==> src/rtl/etacq_pkg.sv <==
package etacq_pkg;
  typedef enum logic [1:0] {
    ACQ_HALT = 2'd0,
    ACQ_PRE  = 2'd1,
    ACQ_POST = 2'd2,
    ACQ_WAIT = 2'd3
  } acq_state_e;

  localparam logic [1:0] BK_IDLE  = 2'd0;
  localparam logic [1:0] BK_ARMED = 2'd1;
  localparam logic [1:0] BK_TRIG  = 2'd2;
  localparam logic [1:0] BK_DONE  = 2'd3;
endpackage

==> src/rtl/etacq_decim.sv <==
module etacq_decim #(
  parameter int DEC_W = 4,
  parameter int GAP_W = 8
) (
  input  logic             clk,
  input  logic             rst_n,
  input  logic             restart,
  input  logic             run,
  input  logic             smp_valid,
  input  logic [DEC_W-1:0] cfg_decim,
  output logic             store,
  output logic [GAP_W-1:0] gap
);
  localparam logic [GAP_W-1:0] GAP_MAX = '1;

  logic [DEC_W-1:0] ph_q, ph_n;
  logic [GAP_W-1:0] gap_q, gap_n;
  logic             ph_en, gap_en;

  always_comb begin
    store  = run & smp_valid & (ph_q == '0);
    gap    = store ? '0 : gap_q;
    ph_en  = restart | (run & smp_valid);
    if (restart)               ph_n = '0;
    else if (ph_q >= cfg_decim) ph_n = '0;
    else                       ph_n = ph_q + 1'b1;
    gap_en = restart | run;
    if (restart)               gap_n = '0;
    else if (store)            gap_n = GAP_W'(1);
    else if (gap_q == GAP_MAX) gap_n = gap_q;
    else                       gap_n = gap_q + 1'b1;
  end

  always_ff @(posedge clk or negedge rst_n) begin
    if (!rst_n) begin
      ph_q  <= '0;
      gap_q <= '0;
    end else begin
      if (ph_en)  ph_q  <= ph_n;
      if (gap_en) gap_q <= gap_n;
    end
  end
endmodule

==> src/rtl/etacq_wptr.sv <==
module etacq_wptr #(
  parameter int AW = 6
) (
  input  logic          clk,
  input  logic          rst_n,
  input  logic          restart,
  input  logic          store,
  input  logic          post_en,
  input  logic [AW-1:0] cfg_pre_depth,
  input  logic [AW-1:0] cfg_post_cnt,
  output logic [AW-1:0] wr_ptr,
  output logic          pre_full,
  output logic          post_last
);
  localparam logic [AW-1:0] PRE_MAX = '1;

  logic [AW-1:0] ptr_q, ptr_n, pre_q, pre_n;
  logic [AW:0]   post_q, post_n, post_inc;
  logic          ptr_en, pre_en, post_cen;

  always_comb begin
    wr_ptr    = ptr_q;
    pre_full  = (pre_q >= cfg_pre_depth);
    post_inc  = post_q + 1'b1;
    post_last = store & post_en & (post_inc >= {1'b0, cfg_post_cnt});

    ptr_en = restart | store;
    ptr_n  = restart ? '0 : ptr_q + 1'b1;

    pre_en = restart | (store & (pre_q != PRE_MAX));
    pre_n  = restart ? '0 : pre_q + 1'b1;

    post_cen = restart | (store & post_en);
    post_n   = restart ? '0 : post_inc;
  end

  always_ff @(posedge clk or negedge rst_n) begin
    if (!rst_n) begin
      ptr_q  <= '0;
      pre_q  <= '0;
      post_q <= '0;
    end else begin
      if (ptr_en)   ptr_q  <= ptr_n;
      if (pre_en)   pre_q  <= pre_n;
      if (post_cen) post_q <= post_n;
    end
  end
endmodule

==> src/rtl/etacq_recs.sv <==
module etacq_recs
  import etacq_pkg::*;
#(
  parameter int NBANK = 4,
  parameter int AW    = 6,
  parameter int GAP_W = 8,
  parameter int FT_W  = 10,
  parameter int BW    = 2
) (
  input  logic               clk,
  input  logic               rst_n,
  input  logic               clr_all,
  input  logic               arm_set,
  input  logic [BW-1:0]      arm_bank,
  input  logic               trig_set,
  input  logic               done_set,
  input  logic [BW-1:0]      sel_bank,
  input  logic [AW-1:0]      t_ptr,
  input  logic [GAP_W-1:0]   t_gap,
  input  logic [FT_W-1:0]    d_fine,
  input  logic               d_ok,
  output logic [2*NBANK-1:0]     bank_state,
  output logic [AW*NBANK-1:0]    rec_ptr,
  output logic [GAP_W*NBANK-1:0] rec_gap,
  output logic [FT_W*NBANK-1:0]  rec_fine,
  output logic [NBANK-1:0]       rec_ok
);
  for (genvar b = 0; b < NBANK; b++) begin : g_bank
    localparam logic [BW-1:0] BIDX = BW'(b);

    logic [1:0]       st_q, st_n;
    logic [AW-1:0]    ptr_q;
    logic [GAP_W-1:0] gap_q;
    logic [FT_W-1:0]  fine_q;
    logic             ok_q;
    logic             st_en, t_en, d_en;

    always_comb begin
      t_en  = trig_set & (sel_bank == BIDX);
      d_en  = done_set & (sel_bank == BIDX);
      st_en = clr_all | t_en | d_en | (arm_set & (arm_bank == BIDX));
      if (clr_all)     st_n = (b == 0) ? BK_ARMED : BK_IDLE;
      else if (d_en)   st_n = BK_DONE;
      else if (t_en)   st_n = BK_TRIG;
      else             st_n = BK_ARMED;
    end

    always_ff @(posedge clk or negedge rst_n) begin
      if (!rst_n) begin
        st_q   <= BK_IDLE;
        ptr_q  <= '0;
        gap_q  <= '0;
        fine_q <= '0;
        ok_q   <= 1'b0;
      end else begin
        if (st_en) st_q <= st_n;
        if (t_en) begin
          ptr_q <= t_ptr;
          gap_q <= t_gap;
        end
        if (d_en) begin
          fine_q <= d_fine;
          ok_q   <= d_ok;
        end
      end
    end

    assign bank_state[2*b +: 2]      = st_q;
    assign rec_ptr[AW*b +: AW]       = ptr_q;
    assign rec_gap[GAP_W*b +: GAP_W] = gap_q;
    assign rec_fine[FT_W*b +: FT_W]  = fine_q;
    assign rec_ok[b]                 = ok_q;
  end
endmodule

==> src/rtl/etacq_ctrl.sv <==
module etacq_ctrl
  import etacq_pkg::*;
#(
  parameter int DW    = 12,
  parameter int NBANK = 4,
  parameter int AW    = 6,
  parameter int FT_W  = 10,
  parameter int GAP_W = 8,
  parameter int DEC_W = 4,
  parameter int TMO   = 20,
  localparam int BW   = (NBANK > 1) ? $clog2(NBANK) : 1
) (
  input  logic                   clk,
  input  logic                   rst_n,
  input  logic                   cfg_single,
  input  logic [DEC_W-1:0]       cfg_decim,
  input  logic [AW-1:0]          cfg_pre_depth,
  input  logic [AW-1:0]          cfg_post_cnt,
  input  logic                   start,
  input  logic                   smp_valid,
  input  logic [DW-1:0]          smp_data,
  input  logic                   trig,
  input  logic                   fine_valid,
  input  logic [FT_W-1:0]        fine_time,
  output logic                   mem_we,
  output logic [BW+AW-1:0]       mem_addr,
  output logic [DW-1:0]          mem_wdata,
  output logic [BW-1:0]          cur_bank,
  output logic [2*NBANK-1:0]     bank_state,
  output logic [AW*NBANK-1:0]    rec_ptr,
  output logic [GAP_W*NBANK-1:0] rec_gap,
  output logic [FT_W*NBANK-1:0]  rec_fine,
  output logic [NBANK-1:0]       rec_ok
);
  localparam int TW = $clog2(TMO + 1);
  localparam logic [TW-1:0] TMO_V = TW'(TMO);
  localparam logic [BW-1:0] LAST_BANK = BW'(NBANK - 1);

  acq_state_e       st_q, st_n;
  logic [BW-1:0]    bank_q, bank_n, bank_inc;
  logic [TW-1:0]    tmr_q, tmr_n;
  logic             tmr_en;
  logic             fhave_q, fhave_n, fhave_en;
  logic [FT_W-1:0]  fine_q;
  logic             fine_take, fine_now;

  logic             run, in_post, in_tail, trig_acc, fin, restart, halt_start;
  logic             store, pre_full, post_last;
  logic [GAP_W-1:0] gap;
  logic [AW-1:0]    wr_ptr;
  logic [FT_W-1:0]  d_fine;
  logic             d_ok;

  // capture-path helpers
  etacq_decim #(.DEC_W(DEC_W), .GAP_W(GAP_W)) u_decim (
    .clk       (clk),
    .rst_n     (rst_n),
    .restart   (restart),
    .run       (run),
    .smp_valid (smp_valid),
    .cfg_decim (cfg_decim),
    .store     (store),
    .gap       (gap)
  );

  etacq_wptr #(.AW(AW)) u_wptr (
    .clk           (clk),
    .rst_n         (rst_n),
    .restart       (restart),
    .store         (store),
    .post_en       (trig_acc | in_post),
    .cfg_pre_depth (cfg_pre_depth),
    .cfg_post_cnt  (cfg_post_cnt),
    .wr_ptr        (wr_ptr),
    .pre_full      (pre_full),
    .post_last     (post_last)
  );

  etacq_recs #(
    .NBANK(NBANK), .AW(AW), .GAP_W(GAP_W), .FT_W(FT_W), .BW(BW)
  ) u_recs (
    .clk        (clk),
    .rst_n      (rst_n),
    .clr_all    (halt_start),
    .arm_set    (fin & ~cfg_single),
    .arm_bank   (bank_inc),
    .trig_set   (trig_acc),
    .done_set   (fin),
    .sel_bank   (bank_q),
    .t_ptr      (wr_ptr),
    .t_gap      (gap),
    .d_fine     (d_fine),
    .d_ok       (d_ok),
    .bank_state (bank_state),
    .rec_ptr    (rec_ptr),
    .rec_gap    (rec_gap),
    .rec_fine   (rec_fine),
    .rec_ok     (rec_ok)
  );

  // run control decode
  always_comb begin
    run        = (st_q == ACQ_PRE) | (st_q == ACQ_POST);
    in_post    = (st_q == ACQ_POST);
    in_tail    = (st_q == ACQ_POST) | (st_q == ACQ_WAIT);
    halt_start = (st_q == ACQ_HALT) & start;
    trig_acc   = (st_q == ACQ_PRE) & trig & pre_full;
    fine_now   = fine_valid & (tmr_q < TMO_V);
    fine_take  = in_tail & fine_now & ~fhave_q;
    fin        = (st_q == ACQ_WAIT) & (fhave_q | fine_now | (tmr_q >= TMO_V));
    restart    = halt_start | (fin & ~cfg_single);
    bank_inc   = (bank_q == LAST_BANK) ? '0 : bank_q + 1'b1;
    d_ok       = fhave_q | fine_now;
    if (fhave_q)       d_fine = fine_q;
    else if (fine_now) d_fine = fine_time;
    else               d_fine = '0;
  end

  // next state
  always_comb begin
    st_n   = st_q;
    bank_n = bank_q;
    unique case (st_q)
      ACQ_HALT: if (start) begin
        st_n   = ACQ_PRE;
        bank_n = '0;
      end
      ACQ_PRE:  if (trig_acc) st_n = post_last ? ACQ_WAIT : ACQ_POST;
      ACQ_POST: if (post_last) st_n = ACQ_WAIT;
      ACQ_WAIT: if (fin) begin
        if (cfg_single) st_n = ACQ_HALT;
        else begin
          st_n   = ACQ_PRE;
          bank_n = bank_inc;
        end
      end
      default:  st_n = ACQ_HALT;
    endcase

    tmr_en   = trig_acc | in_tail;
    if (trig_acc)             tmr_n = '0;
    else if (tmr_q >= TMO_V)  tmr_n = tmr_q;
    else                      tmr_n = tmr_q + 1'b1;

    fhave_en = trig_acc | fine_take;
    fhave_n  = ~trig_acc;
  end

  // registers
  always_ff @(posedge clk or negedge rst_n) begin
    if (!rst_n) begin
      st_q      <= ACQ_HALT;
      bank_q    <= '0;
      tmr_q     <= '0;
      fhave_q   <= 1'b0;
      fine_q    <= '0;
      mem_we    <= 1'b0;
      mem_addr  <= '0;
      mem_wdata <= '0;
    end else begin
      st_q   <= st_n;
      bank_q <= bank_n;
      if (tmr_en)    tmr_q   <= tmr_n;
      if (fhave_en)  fhave_q <= fhave_n;
      if (fine_take) fine_q  <= fine_time;
      mem_we <= store;
      if (store) begin
        mem_addr  <= {bank_q, wr_ptr};
        mem_wdata <= smp_data;
      end
    end
  end

  assign cur_bank = bank_q;
endmodule

==> config.mk <==
export PLATFORM = sky130hd
export DESIGN_NAME = etacq_ctrl
export DESIGN_NICKNAME = d
export VERILOG_FILES = /design/src/rtl/etacq_pkg.sv /design/src/rtl/etacq_decim.sv /design/src/rtl/etacq_wptr.sv /design/src/rtl/etacq_recs.sv /design/src/rtl/etacq_ctrl.sv
export SDC_FILE = /design/constraint.sdc
export NUM_CORES = 1
export LEC_CHECK = 0
export ABC_AREA = 1
export BUFFER_PORTS_ARGS = -buffer_cell sky130_fd_sc_hd__buf_2
export CAP_MARGIN = 20
export CELL_PAD_IN_SITES_DETAIL_PLACEMENT = 1
export CELL_PAD_IN_SITES_GLOBAL_PLACEMENT = 1
export CORE_MARGIN = 4
export CORE_UTILIZATION = 45
export CTS_BUF_LIST = sky130_fd_sc_hd__clkbuf_4 sky130_fd_sc_hd__clkbuf_8
export DETAILED_ROUTE_END_ITERATION = 6
export PLACE_DENSITY = 0.88
export SLEW_MARGIN = 5
export SYNTH_ARGS = -nofsm -noshare
export SYNTH_HDL_FRONTEND = slang
export SYNTH_SLANG_ARGS = --single-unit
==> constraint.sdc <==
create_clock -name clk -period 6.2 [get_ports clk]
set_clock_uncertainty 0.2 [all_clocks]
set_input_delay 1.86 -clock clk [delete_from_list [all_inputs] [get_ports clk]]
set_output_delay 1.86 -clock clk [all_outputs]
set_load 0.02 [all_outputs]
==> flow_metrics.py <==
metrics = {
    "outcome": {
        "status": "finished, final reports clean",
    },
    "global_route": {
        "antenna_found_initial": 0,
        "overflow": 0,
        "grt_first_pass_wirelength_um": 38700,
        "grt_pass1_vias": 7315,
        "grtUsageTotal": 0.241,
        "grt_max_degree": 102,
    },
    "clocking": {
        "hold_buffers": 0,
        "cts_resized": 0,
        "post-cts-setup-buffers": 0,
        "cts_tree": "built",
        "clock_sinks": 180,
        "root_buffer": "clkbuf_8",
        "path_clk_slew_ns": 0.12,
        "cts_buffer_depth": 2,
        "clock_latency_ns": 0.47,
        "htree_levels": 4,
        "cts_buffers": 17,
    },
    "timing": {
        "hold_viol_final": 0,
        "clock.fmax_mhz": 260,
        "post-route-period-util": 0.621,
        "worst_slew_pin_slew_ns": 0.944,
        "drv_slew": 0,
        "finalSetupViolCount": 0,
        "tns_ns": 0,
        "slew_headroom": 0.370,
        "rsz0062_at_grt": "false",
        "period_needed_ns": 3.85,
    },
    "final_layout": {
        "antennaDiodeCount": 0,
        "syn2layout_area_growth_pct": 17.2,
        "regArea_sq_um": 4500,
        "multiInputGateArea_sq_um": 3070,
        "finalCoreUtilization": 0.536,
        "final_layout_size_suffix_gt1_frac": 0.210,
        "nNetsFinal": 1172,
        "final_area_sq_um": 9590,
        "fill_cells": 2195,
    },
    "synth": {
        "synth_nets": 1011,
        "synth_seq_area_share": 0.551,
        "ys_types": 38,
        "synth_flop_cell": "dfrtp_1",
        "synth-seq-cells": 180,
        "postSynthAreaPerCell_sq_um": 8.78,
        "synthesis.instances": 932,
        "synth_edf_count": 0,
        "async_flop_share": 1.00,
        "ys_warn_count": 0,
        "syn_area_sq_um": 8180,
    },
    "worst_hold_path": {
        "holdCritPathClass": "register to register",
    },
    "power_and_ir_drop": {
        "p_leak_nw": 5.40,
        "seqPwrFrac": 0.412,
        "powerDensity_nw_per_um2": 429,
        "clkPwrFrac": 0.207,
        "power_mw": 4.11,
        "p_switching_mw": 1.83,
        "peakVddDrop_mv": 0.235,
        "power_frac_comb": 0.381,
        "intPower_mw": 2.28,
        "swShare": 0.445,
    },
    "drt": {
        "routed_wl_um": 24000,
        "vias_per_cell": 5.22,
        "ant_nets": 0,
        "vias": 6969,
        "avgRoutedWirePerCell_um": 18.0,
        "drc_errors": 0,
        "firstDrtPassIters": 5,
        "drt_iter0_markers": 365,
    },
    "floorplan": {
        "die_h_um": 143,
        "core-area_sq_um": 17900,
        "die_w_um": 143,
        "die_area_sq_um": 20400,
        "start_util": 0.457,
        "rows": 49,
        "ios": 176,
    },
    "worst_setup_path": {
        "path_class": "input port to register",
        "required_ns": 6.37,
        "start_kind": "input port",
        "end_kind": "register",
        "critical_path.max_fanout": 26,
        "cpMaxStageDelayCell": "nand2_1",
        "critPathBufInv": 5,
        "crit_path_cell_trace": "buf_2 -> inv_1 -> ha_1 -> nand2_1 -> inv_1 -> a21oi_1 -> nand2_1 -> nand2_2 -> inv_2 -> nand2_1 -> inv_1 -> nand2_1 -> nand2_1",
        "cp_top_family": "simple AND/OR/NAND/NOR gates",
        "crit_top_cell": "nand2_1",
        "crit_path_max_incr_delay_ns": 0.59,
        "cp.arrival_ns": 4.01,
    },
    "place": {
        "hpwl_um": 17500,
        "placed_area_sq_um": 9170,
        "gp_congestion": 0.796,
        "port_buffers": 175,
    },
    "run": {
        "drv_cap": 0,
    },
}
==> worst register-to-register path, stage by stage (launching register included) <==
cell,delay [ns]
dfrtp_1,0.42
inv_1,0.09
ha_1,0.40
nand2_1,0.14
inv_2,0.12
nand3_2,0.55
inv_2,0.64
o21ai_1,0.23
mux2_2,0.32
nand2_1,0.06
inv_1,0.04
==> worst paths after layout <==
path	startpoint	to	slack, ns	cells past startpoint
min reg2reg	mem_wdata[3]$_DFFE_PN0P_	mem_wdata[3]$_DFFE_PN0P_	0.28	2
min in group asynchronous	rst_n	u_recs.g_bank[0].fine_q[6]$_DFFE_PN0P_	1.30	1
min	mem_wdata[3]$_DFFE_PN0P_	mem_wdata[3]$_DFFE_PN0P_	0.28	2
max reg2reg	st_q[1]$_DFFE_PN0P_	u_wptr.pre_q[1]$_DFFE_PN0P_	2.90	10
max in group asynchronous	rst_n	u_recs.g_bank[0].fine_q[0]$_DFFE_PN0P_	3.51	2
max	cfg_pre_depth[5]	u_recs.g_bank[2].gap_q[5]$_DFFE_PN0P_	2.35	13
==> layer usage <==
metal	vias to the layer above	GRT usage	wire, um
li1	3286	-	-
met1	3457	0.312	10100
met2	187	0.410	12100
met3	39	0.0445	1190
met4	0	0.0795	548
met5	-	0	0
==> stage by stage <==
step | std cells | hold WS, ns | worst slack [ns]
2_1_floorplan | 932 | 0.253 | 2.77
3_3_place_gp | 1303 | 0.260 | 1.97
3_5_place_dp | 1303 | 0.259 | 1.84
4_1_cts | 1335 | 0.291 | 2.36
5_1_grt | 1335 | 0.313 | 2.10
6_report | 1335 | 0.284 | 2.35
==> synthesized netlist by cell type, types with 2 or more instances <==
library cell | instances | area, sq um
nand4_1 | 4 | 25.0
o21ai_0 | 89 | 445
nor3_1 | 9 | 45.0
o21ai_1 | 28 | 140
nand2_1 | 291 | 1090
nand2_2 | 3 | 18.8
nor2_4 | 2 | 22.5
inv_4 | 2 | 12.5
xor2_1 | 8 | 70.1
inv_1 | 102 | 383
nand2_4 | 7 | 78.8
nor4_1 | 13 | 81.3
buf_6 | 6 | 67.6
a21oi_1 | 25 | 125
buf_2 | 14 | 70.1
dfrtp_1 | 180 | 4500
buf_4 | 4 | 30.0
inv_2 | 3 | 11.3
o22ai_1 | 3 | 18.8
nor2_2 | 2 | 12.5
nor2_1 | 45 | 169
clkbuf_1 | 9 | 33.8
ha_1 | 34 | 425
o211ai_1 | 2 | 15.0
nand3_1 | 34 | 170
==> cell families (layout without fill, tap and decap cells) <==
family / count (synthesis) / after routing / share of synthesized area
compound gates: 155 / 155 / 0.0985
xor+xnor: 8 / 8 / 0.00856
fa+ha+maj: 34 / 34 / 0.0520
buf+inv: 141 / 315 / 0.0748
flops: 180 / 180 / 0.551
mux: 1 / 1 / 0.00138
simple gates: 413 / 413 / 0.214
==> cells in the final DEF, fill, tap and decap left out, types with 4 or more instances in the layout <==
master / netlist / final
nand2_4: 7 / 7
clkbuf_8: 0 / 17
xor2_1: 8 / 8
nor4_1: 13 / 13
a21oi_1: 25 / 25
ha_1: 34 / 34
buf_2: 14 / 174
nand3_1: 34 / 34
nand2_1: 291 / 291
nor3_1: 9 / 9
o21ai_0: 89 / 89
nor2_1: 45 / 45
o21ai_1: 28 / 28
inv_1: 102 / 102
inv_6: 0 / 5
nand4_1: 4 / 4
dfrtp_1: 180 / 180
==> sequential cells by signal (all words and copies together) (netlist names) <==
signal                cells
u_recs.g_bank.fine_q     40
u_recs.g_bank.gap_q      32
u_recs.g_bank.ptr_q      24
mem_wdata                12
fine_q                   10
mem_addr                  8
u_decim.gap_q             8
u_recs.g_bank.st_q        8
u_wptr.post_q             7
u_wptr.pre_q              6
u_wptr.wr_ptr             6
tmr_q                     5
u_decim.ph_q              4
u_recs.g_bank.ok_q        4
cur_bank                  2
st_q                      2
fhave_q                   1
mem_we                    1
==> layout make-up <==
cell class | instances | area share
Multi-Input combinational cell | 611 | 0.320
Timing Repair Buffer | 176 | 0.0941
Clock inverter | 14 | 0.0189
Sequential cell | 180 | 0.470
Tap cell | 229 | 0.0299
Inverter | 107 | 0.0424
Clock buffer | 18 | 0.0252
==> power groups by stage <==
stage               Sequential, mW  Clock [mW]  Combinational (mW)
floorplan                     1.88           0               0.852
global placement              1.69           0                1.48
detailed placement            1.71           0                1.57
CTS                           1.69       0.868                1.59
global route                  1.73       0.923                1.75
finish                        1.70       0.852                1.57
Power figures use the tool's default switching activity.
